File: src/rtl/addr_dec_pkg.sv
package addr_dec_pkg;
  parameter int ADDR_W     = 22;
  parameter int FIELD_W    = 4;
  parameter int WIDE_LSB   = 18;
  parameter int NARROW_LSB = 14;
  parameter int ROWCOL_LO  = 1;
  parameter int ROWCOL_HI  = 16;

  typedef logic [FIELD_W-1:0] field_t;

  typedef struct packed {
    field_t last_blk;
    field_t first_blk;
  } sw_code_t;
endpackage

File: src/rtl/ad_edge_detect.sv
module ad_edge_detect (
  input  logic clk,
  input  logic rst_n,
  input  logic sync_i,
  output logic rise_o
);
  logic level_q;
  logic level_d;

  always_comb begin
    level_d = sync_i;
  end

  always_ff @(posedge clk or negedge rst_n) begin
    if (!rst_n) level_q <= 1'b0;
    else        level_q <= level_d;
  end

  assign rise_o = sync_i & ~level_q;

  // a capture is a one-cycle event per strobe
  assert_rise_single_R6: assert property (@(posedge clk) disable iff (!rst_n)
    rise_o |=> !rise_o);
endmodule

File: src/rtl/ad_slot_match.sv
module ad_slot_match #(
  parameter int FIELD_W = 4
) (
  input  logic               wide_i,
  input  logic [FIELD_W-1:0] wide_field_i,
  input  logic [FIELD_W-1:0] narrow_field_i,
  input  logic [2*FIELD_W-1:0] sw_on_i,
  output logic               hit_o
);
  localparam int SW_W = 2*FIELD_W;

  logic [SW_W-1:0]    code;
  logic [FIELD_W-1:0] first_blk;
  logic [FIELD_W-1:0] last_blk;

  genvar g;
  generate
    for (g = 0; g < SW_W; g++) begin : g_sw
      assign code[g] = ~sw_on_i[g];
    end
  endgenerate

  assign first_blk = code[FIELD_W-1:0];
  assign last_blk  = code[SW_W-1:FIELD_W];

  always_comb begin
    if (wide_i) hit_o = (wide_field_i == first_blk);
    else        hit_o = (narrow_field_i >= first_blk) && (narrow_field_i <= last_blk);
  end
endmodule

File: src/rtl/ad_capture.sv
module ad_capture #(
  parameter int LAT_W = 16
) (
  input  logic             clk,
  input  logic             rst_n,
  input  logic             rise_i,
  input  logic             sync_i,
  input  logic             hit_i,
  input  logic             io_page_i,
  input  logic [LAT_W-1:0] rowcol_i,
  output logic             mem_req_o,
  output logic [LAT_W-1:0] lat_o
);
  logic             req_q, req_d;
  logic [LAT_W-1:0] lat_q, lat_d;
  logic             lat_en;

  assign lat_en = rise_i;

  always_comb begin
    req_d = req_q;
    lat_d = lat_q;
    if (rise_i) begin
      req_d = hit_i & ~io_page_i;
    end else if (!sync_i) begin
      req_d = 1'b0;
    end
    if (lat_en) lat_d = rowcol_i;
  end

  always_ff @(posedge clk or negedge rst_n) begin
    if (!rst_n) begin
      req_q <= 1'b0;
      lat_q <= '0;
    end else begin
      req_q <= req_d;
      lat_q <= lat_d;
    end
  end

  assign mem_req_o = req_q;
  assign lat_o     = lat_q;

  assert_io_block_R5: assert property (@(posedge clk) disable iff (!rst_n)
    (rise_i && io_page_i) |=> !mem_req_o);
  assert_drop_on_low_R7: assert property (@(posedge clk) disable iff (!rst_n)
    !sync_i |=> !mem_req_o);
  assert_hold_high_R6: assert property (@(posedge clk) disable iff (!rst_n)
    (sync_i && !rise_i) |=> $stable(mem_req_o));
  assert_lat_hold_R8: assert property (@(posedge clk) disable iff (!rst_n)
    !rise_i |=> $stable(lat_o));
endmodule

File: src/rtl/addr_window_decoder.sv
module addr_window_decoder
  import addr_dec_pkg::*;
#(
  parameter int AW      = ADDR_W,
  parameter int FW      = FIELD_W,
  parameter int W_LSB   = WIDE_LSB,
  parameter int N_LSB   = NARROW_LSB,
  parameter int RC_LO   = ROWCOL_LO,
  parameter int RC_HI   = ROWCOL_HI
) (
  input  logic              clk,
  input  logic              rst_n,
  input  logic              sync_i,
  input  logic [AW-1:1]     addr_i,
  input  logic              wide_mode_i,
  input  logic [2*FW-1:0]   sw_on_i,
  input  logic              io_page_i,
  output logic              mem_req_o,
  output logic [RC_HI-RC_LO:0] rowcol_addr_o
);
  localparam int RC_W = RC_HI - RC_LO + 1;

  logic          rise;
  logic          hit;
  logic [FW-1:0] wide_field;
  logic [FW-1:0] narrow_field;
  logic [RC_W-1:0] rowcol;

  assign wide_field   = addr_i[W_LSB+FW-1:W_LSB];
  assign narrow_field = addr_i[N_LSB+FW-1:N_LSB];
  assign rowcol       = addr_i[RC_HI:RC_LO];

  ad_edge_detect u_edge (
    .clk    (clk),
    .rst_n  (rst_n),
    .sync_i (sync_i),
    .rise_o (rise)
  );

  ad_slot_match #(.FIELD_W(FW)) u_match (
    .wide_i         (wide_mode_i),
    .wide_field_i   (wide_field),
    .narrow_field_i (narrow_field),
    .sw_on_i        (sw_on_i),
    .hit_o          (hit)
  );

  ad_capture #(.LAT_W(RC_W)) u_cap (
    .clk       (clk),
    .rst_n     (rst_n),
    .rise_i    (rise),
    .sync_i    (sync_i),
    .hit_i     (hit),
    .io_page_i (io_page_i),
    .rowcol_i  (rowcol),
    .mem_req_o (mem_req_o),
    .lat_o     (rowcol_addr_o)
  );

  always @(posedge clk) begin
    if (!rst_n) begin
      assert_reset_clear_R1: assert (!mem_req_o && rowcol_addr_o == '0);
    end
  end

  assert_empty_range_R4: assert property (@(posedge clk) disable iff (!rst_n)
    (rise && !wide_mode_i && (~sw_on_i[FW-1:0] > ~sw_on_i[2*FW-1:FW])) |=> !mem_req_o);
  assert_wide_slot_R2: assert property (@(posedge clk) disable iff (!rst_n)
    (rise && wide_mode_i && !io_page_i && (wide_field == ~sw_on_i[FW-1:0])) |=> mem_req_o);
endmodule

File: config.mk
export PLATFORM = sky130hd
export DESIGN_NAME = addr_window_decoder
export DESIGN_NICKNAME = d
export VERILOG_FILES = /design/src/rtl/addr_dec_pkg.sv /design/src/rtl/ad_edge_detect.sv /design/src/rtl/ad_slot_match.sv /design/src/rtl/ad_capture.sv /design/src/rtl/addr_window_decoder.sv
export SDC_FILE = /design/constraint.sdc
export NUM_CORES = 1
export LEC_CHECK = 0
export CAP_MARGIN = 20
export CORE_MARGIN = 8
export CORE_UTILIZATION = 43
export CTS_BUF_LIST = sky130_fd_sc_hd__clkbuf_8
export DETAILED_ROUTE_END_ITERATION = 16
export DONT_BUFFER_PORTS = 1
export SLEW_MARGIN = 0
export SYNTH_ARGS = -nofsm -noshare
export SYNTH_HDL_FRONTEND = slang
export SYNTH_SLANG_ARGS = --single-unit
File: constraint.sdc
create_clock -name clk -period 2 [get_ports clk]
set_clock_uncertainty 0.15 [all_clocks]
set_input_delay 0.1 -clock clk [delete_from_list [all_inputs] [get_ports clk]]
set_output_delay 0.1 -clock clk [all_outputs]
set_load 0.05 [all_outputs]
==> flow_metrics.py <==
metrics = {
    "run": {
        "cap_violations": 0,
    },
    "sta": {
        "min_period_ns": 1.52,
        "drv_slew": 0,
        "final-setup-viol-count": 0,
        "worst_pin_slew_ns": 0.793,
        "clock.fmax_ghz": 0.656,
        "max_slew_margin_pct": 47.0,
        "rsz0062_at_grt": "false",
        "tns_ns": 0,
        "finalCritPeriodShare_pct": 76.2,
        "hold_viol": 0,
    },
    "critical_path": {
        "cp_slowest_cell": "dfrtp_1",
        "cpPeakStageDelay_ns": 0.40,
        "cp.arrival_ns": 1.51,
        "cp_cell_sequence": "nor2b_2 > buf_4 > buf_4 > buf_4 > mux2_2",
        "end_kind": "flop",
        "cp.required_ns": 1.98,
        "crit_path_max_fanout": 9,
        "path_class": "flop to flop",
        "crit_path_start_kind": "flop",
        "cp_common_cell": "buf_4",
    },
    "drt": {
        "ant_nets": 0,
        "drt-total-wl_um": 2050,
        "drt_pass1_iterations": 2,
        "vias": 602,
        "drc": 0,
        "wl_per_cell_um": 17.2,
        "drtIter0Drc": 10,
        "drt-vias-per-instance": 5.06,
    },
    "floorplanning": {
        "core_area_mm2": 0.00198,
        "initial_utilization_pct": 45.8,
        "io_pins": 51,
        "die_x_um": 61.9,
        "die-area_mm2": 0.00384,
        "num_rows": 16,
        "die_y_um": 61.9,
    },
    "yosys": {
        "synth_area_leader_cell": "dfrtp_1",
        "synth_seq_cells": 18,
        "syn_inst": 66,
        "yosys_warnings": 0,
        "syn_nets": 108,
        "async_flop_share_pct": 100,
        "seq_area_frac_synth_pct": 49.7,
        "yosys-top-cells-count": "18 x dfrtp_1, 16 x mux2_2, 8 x ha_1",
        "synth_area_leaders": "dfrtp_1 50%, mux2_2 20%, ha_1 11%",
        "synth_top_cell_area_share_pct": 49.7,
        "syn_area_um2": 907,
        "postSynthAreaPerCell_um2": 13.7,
        "synth.distinct_cells": 21,
        "ys.flop_type": "dfrtp_1",
        "synth_most_common_cell": "dfrtp_1",
        "synth_edf_count": 0,
    },
    "global_route": {
        "grt_usage_pct": 11.2,
        "grt_max_degree": 19,
        "grt_pass1_vias": 677,
        "grt_overflow": 0,
        "antenna_found_initial": 0,
        "grt_pass1_wl_um": 3070,
    },
    "clock_network": {
        "cts-root-buf": "clkbuf_8",
        "cts.sinks": 18,
        "cts_made_buffers": 3,
        "clockBufferDepth": 2,
        "path_clk_slew_ns": 0.06,
        "insertion_delay_ns": 0.25,
        "cts_tree": "built",
        "cts_htree_levels": 1,
    },
    "final_layout": {
        "multiInputGateArea_um2": 437,
        "antenna_cells": 0,
        "nFillCells": 163,
        "register_area_um2": 450,
        "final_nets": 135,
        "syn2layout_area_growth_pct": 34.2,
        "drive_above_1_share_pct": 29.3,
        "utilization_pct": 61.4,
    },
    "power_and_ir_drop": {
        "powerDensity_mw_per_mm2": 860,
        "leakage_nw": 0.531,
        "vdd_drop_max_mv": 0.696,
    },
    "hold_path": {
        "worstHoldPathType": "input port to flop",
    },
    "placement": {
        "portBuffers": 0,
        "gp_congestion": 0.722,
        "hpwl_um": 1570,
    },
    "status": {
        "status": "finished, final reports clean",
    },
}
[power by group]
group          switching (W)  leakage [nW]  total, W  internal [W]
Combinational      0.0000487         0.289  0.000142     0.0000929
Sequential          0.000210         0.213  0.000620      0.000410
Clock               0.000111        0.0288  0.000285      0.000175
Total               0.000369         0.531   0.00105      0.000678
[placed cells by master, fill, tap and decap left out]
cell type and n:
nor2b_1 1, buf_4 4, a2111oi_0 1, ha_1 8, and3b_1 1, o211ai_1 1
xnor2_1 4, clkbuf_8 4, o21a_1 1, dfrtp_1 18, and4_1 1, inv_1 3
a21oi_1 2, nor2b_2 1, nor4_1 1, a32oi_2 1, mux2_2 16, nor2_1 1
or4b_1 1, dlygate4sd3_1 20, o31ai_2 1, nand2b_1 1
[critical path: cells and delay by family, from the launching register on]
family / cells / cell delay [ns]
buf+inv: 3 / 0.37
flops: 1 / 0.40
mux: 1 / 0.35
simple gates: 1 / 0.14
[logic make-up (layout without fill, tap and decap cells)]
kind of cell | count (synthesis) | in the layout | share of synthesized area (%)
AOI/OAI and AO/OA | 7 | 7 | 6.07
xor gates and xnor gates | 4 | 4 | 3.86
adders and majority gates | 8 | 8 | 11.0
muxes | 16 | 16 | 19.9
buffers and inverters | 5 | 31 | 3.03
DFF | 18 | 18 | 49.7
and+or+nand+nor | 8 | 8 | 6.48
[flip-flops by register name (all words and copies together), names as in the netlist]
signal / cells
u_cap.mem_req_o: 1
u_cap.lat_o: 16
u_edge.level_q: 1
[path summary, 6_finish.rpt]
kind                                start  cells after the start  slack [ns]         endpoint
max                        u_edge.level_q                      5        0.48   u_cap.lat_o[8]
min                             io_page_i                      3        0.05  u_cap.mem_req_o
max reg2reg                u_edge.level_q                      5        0.48   u_cap.lat_o[8]
min reg2reg                u_edge.level_q                      2        0.43  u_cap.mem_req_o
max in group asynchronous           rst_n                      1        0.98   u_cap.lat_o[1]
min in group asynchronous           rst_n                      1        0.23  u_cap.lat_o[14]
[per-layer routing]
metal	wire length (um)	global-route usage, %
met3	255	6.17
met2	1020	18.9
met4	12	3.90
met5	0	0
met1	762	11.4
[through the flow]
| stage | instance area (um^2) | hold slack (ns) | power [W] | setup slack (ns) | instances |
|---|---|---|---|---|---|
| 2_1_floorplan | 907 | -0.346 | 0.000704 | 0.550 | 66 |
| 3_3_place_gp | 940 | -0.345 | 0.000726 | 0.545 | 93 |
| 3_5_place_dp | 940 | -0.345 | 0.000730 | 0.514 | 93 |
| 4_1_cts | 1190 | 0.239 | 0.00106 | 0.0298 | 117 |
| 5_1_grt | 1220 | 0.0651 | 0.00110 | 0.421 | 119 |
| 6_report | 1220 | 0.0503 | 0.00105 | 0.475 | 119 |
[what timing repair did]
item / in CTS / in global routing
hold endpoints to repair: 36 / 1
endpoints found under the setup margin: 0 / 1
hold buffers: 20 / 1
setup buffers: 0 / 2
gates resized for setup: 0 / 1
[area by class of cell]
class,count,area share (%)
Clock buffer,4,4.52
Inverter,3,0.925
Tap cell,27,2.77
Sequential cell,18,37.0
Multi-Input combinational cell,43,35.9
Timing Repair Buffer,24,18.9
No activity file was read; power rests on OpenSTA's default activity.
